## config.mk

```make
export PLATFORM = sky130hd
export DESIGN_NAME = vbi_gate
export DESIGN_NICKNAME = d
export VERILOG_FILES = /design/src/rtl/vbi_gate.sv
export SDC_FILE = /design/constraint.sdc
export NUM_CORES = 1
export LEC_CHECK = 0
export BUFFER_PORTS_ARGS = -buffer_cell sky130_fd_sc_hd__buf_2
export CAP_MARGIN = 20
export CORE_UTILIZATION = 41
export CTS_CLUSTER_DIAMETER = 40
export DETAILED_ROUTE_END_ITERATION = 10
export HOLD_SLACK_MARGIN = 0.1
export PLACE_DENSITY = 0.76
export SETUP_SLACK_MARGIN = 0.05
export SYNTH_ARGS = -nofsm -noshare
export SYNTH_HDL_FRONTEND = slang
export SYNTH_SLANG_ARGS = --single-unit
```

## constraint.sdc

```tcl
create_clock -name clk -period 2.1 [get_ports clk]
set_input_delay 0.42 -clock clk [delete_from_list [all_inputs] [get_ports clk]]
set_output_delay 0.42 -clock clk [all_outputs]
set_load 0.01 [all_outputs]
```

## src/rtl/vbi_gate.sv

```systemverilog
module vbi_gate #(
  parameter int DW = 8,
  parameter int LW = 10,
  parameter int N1_LO = 10,
  parameter int N1_HI = 20,
  parameter int N2_LO = 272,
  parameter int N2_HI = 283,
  parameter int P1_LO = 6,
  parameter int P1_HI = 22,
  parameter int P2_LO = 318,
  parameter int P2_HI = 335
) (
  input  logic          clk,
  input  logic          rst_n,
  input  logic          vbi_en,
  input  logic          std_625,
  input  logic [LW-1:0] line_num,
  input  logic [DW-1:0] din,
  output logic [DW-1:0] dout,
  output logic          vbi_active,
  output logic          route_normal
);

  logic [LW-1:0] line_prev;
  logic          en_q, std_q;

  wire new_line = (line_num != line_prev);
  wire en_eff   = new_line ? vbi_en  : en_q;
  wire std_eff  = new_line ? std_625 : std_q;

  function automatic logic in_rng(input logic [LW-1:0] l, input int lo, input int hi);
    return (l >= LW'(lo)) && (l <= LW'(hi));
  endfunction

  wire win_525 = in_rng(line_num, N1_LO, N1_HI) | in_rng(line_num, N2_LO, N2_HI);
  wire win_625 = in_rng(line_num, P1_LO, P1_HI) | in_rng(line_num, P2_LO, P2_HI);
  wire hit     = en_eff & (std_eff ? win_625 : win_525);

  always_ff @(posedge clk or negedge rst_n) begin
    if (!rst_n) begin
      line_prev  <= '0;
      en_q       <= 1'b0;
      std_q      <= 1'b0;
      dout       <= '0;
      vbi_active <= 1'b0;
    end else begin
      line_prev  <= line_num;
      en_q       <= en_eff;
      std_q      <= std_eff;
      dout       <= din;
      vbi_active <= hit;
    end
  end

  assign route_normal = ~vbi_active;

endmodule

```

==> out/metrics.csv <==
metric,value,unit
synthesis.area,845.8,um2
ctsHtreeMaxLevel,1,
dieArea,0.002249,mm2
fmaxAchievable,627.5,MHz
regToRegEndpoint,std_q,
timing.rr.start,line_prev[0],
drt.antenna.violating_nets,0,
vias,619,
worstHoldPathCells,1,
route.detailed.drc,0,
critPathLaunch,line_prev[0],
routed_wl,1.490,mm
slew_viol_final,0,
status,"complete, no violations",
cts.sinks,21,
cts.path.max_buffers,2,
p_sw_share,24.14,%
clkLatencyLatePin,0.30,ns
start_util,43.56,%
cts_root_buf,clkbuf_4,
rr_worst_depth,4,
synth.area.mux_share,3.698,%
synth.top_cell.area_share,62.13,%
yosysMostFrequentCell,dfrtp_1,
cp_max_fo,5,
leakage,0.4694,nW
placed_cell_area,0.001026,mm2
ys_types,24,
final_cell_area,0.001062,mm2
crit_type,reg -> reg,
drtPass1Iterations,4,
wl_met3,103,um
finClkSkew,0.001273,ns
yosys.area.top_type,dfrtp_1,
globalplace.congestion,0.7809,
coreArea,0.001942,mm2
final_core_util,54.70,%
synthAdderAreaFrac,0,%
synth-edff-count,0,
grt_first_pass_wirelength,2.325,mm
drtIter0Drc,2,
viasPerCell,4.952,
netSwitchingPower,0.0001722,W
pwr-share-clk,26.4,%
min_period_over_period,75.89,%
finalHoldViolations,0,
stdcell_count,125,
port_buffers,31,
p_int,0.0005411,W
worst_pin_slew,0.4520,ns
routedWlPerCell,11.92,um
clk_pin_slew,0.11,ns
nets,121,
power,0.0007133,W
cts_setup_buffers,0,
synth.area.top_cells,"dfrtp_1 (62%), xnor2_1 (8.3%), a2111oi_0 (3.1%)",
cap_viol_max_count,0,
rows,16,
die_w,47.42,um
tns,0,ns
grt_pass1_vias,582,
place_hpwl,1.168,mm
start_kind,flop,
syn_inst,64,
vdd_drop_max,0.4265,mV
synth-warning-count,0,
rsz0062_at_grt,no,
powerDensity,671.5,mW/mm2
synth_seq_area_share,62.13,%
yosys_most_used_dff,dfrtp_1,
maxSlewHeadroom,69.87,%
drt-met1-wl,659,um
grt_overflow,0,
placed_cells,120,
cp_data_required_time,2.29,ns
avgSynthCellArea,13.22,um2
setup_viol,0,
synth_top_family_by_area,simple AND/OR/NAND/NOR gates,
ys_ff_latch,21,
endpoint,std_q,
gr-usage-all-layers,15.23,%
async_flop_share,100.0,%
pin_count,32,
p_comb_share,13.2,%
antennaDiodeCount,0,
drive_above_1_share,38.78,%
yosys.area_share.simple,12.87,%
critPathCaptureType,flop,
min_path_type,in -> reg,
r2r_slack,0.51,ns
grt_max_degree,22,
power_frac_seq,60.4,%
cts_tree,done,
synth_compound_area_share,8.580,%
antenna_found_initial,0,
top_layer_used,met4,
die_h,47.42,um
synth_xor_area_share,10.36,%
wl_met2,701,um
synth_common_cells,"dfrtp_1 (21), xnor2_1 (8), nand4_1 (4)",
arrival,1.79,ns
cts_buffers,3,
period_minus_slack,1.594,ns
area_growth,25.59,%
syn-num-nets,86,
## flip-flops by register name (all words and copies together) (netlist names)
name and flops:
dout 8, en_q 1, line_prev 10, std_q 1
vbi_active 1
## logic make-up (layout without fill, tap and decap cells)
family,count (synthesis),count (layout)
AO/OA/AOI/OAI,9,9
buffers and inverters,5,39
flip-flops,21,21
AND/OR/NAND/NOR,16,16
multiplexers,3,3
XOR/XNOR,10,10
## power groups by stage
stage	logic, W	registers [W]	clock network [W]
after CTS	0.0000967	0.000431	0.000196
after detailed placement	0.0000951	0.000439	0
after global placement	0.0000919	0.000438	0
after floorplan	0.0000399	0.000443	0
final	0.0000945	0.000431	0.000188
after global routing	0.000106	0.000433	0.000207
## per-stage QoR
step / hold slack (ns) / setup WS [ns]
after floorplan: 0.1244 / 0.4423
after global placement: 0.3913 / 0.2985
after detailed placement: 0.4029 / 0.2749
after CTS: 0.2101 / 0.4866
after global routing: 0.2051 / 0.3985
final: 0.2183 / 0.5063
## how the worst min path moves through the flow
| stage | start | end | slack (ns) |
|---|---|---|---|
| global route | din[7] | dout[7] | 0.21 |
| finish | din[5] | dout[5] | 0.22 |
| global placement | rst_n | vbi_active | 0.39 |
| detailed placement | rst_n | vbi_active | 0.40 |
| floorplan | rst_n | dout[0] | 0.12 |
| CTS | din[1] | dout[1] | 0.21 |
## final cells by class
cell class | instances | area [um2]
sequential | 21 | 525.5
tap | 27 | 33.78
clock buffer | 4 | 26.28
timing repair buffer | 32 | 165.2
fill | 191 | 879.6
inverter | 3 | 11.26
multi-input combinational | 38 | 300.3
## worst max-delay path, cell delays in order (launching register included)
cell and delay [ns]:
dfrtp_1 0.39, xnor2_1 0.16, nand4_1 0.17, nor4_4 0.39
mux2_2 0.38
## per-layer routing
layer  track usage (%)  vias up
met2             26.58       27
met5                 0        -
met4             6.857        0
met3             2.642        4
met1             18.34      290
li1                  -      298
## placed cells by master (no fill, tap or decap)
master and n:
o22a_1 1, a2111oi_0 3, xnor2_1 8, nor4_1 1, nor2b_1 1, clkbuf_1 1, dlygate4sd3_1 1, nand4_1 4
o21ba_2 1, clkbuf_4 3, mux2i_1 2, or4_1 1, nand2b_1 1, nor2_1 2, inv_1 3, buf_2 31
xor2_1 2, o22ai_1 1, a31oi_1 2, and2b_2 1, nor4_4 1, dfrtp_1 21, mux2_2 1, o311ai_0 1
nand2_1 3, nand4b_1 1
## repair_timing
action,4_1_cts,5_1_grt
hold buffers,1,0
gates resized for setup,0,0
endpoints found under the hold margin,21,0
No activity file was read; power rests on OpenSTA's default activity.
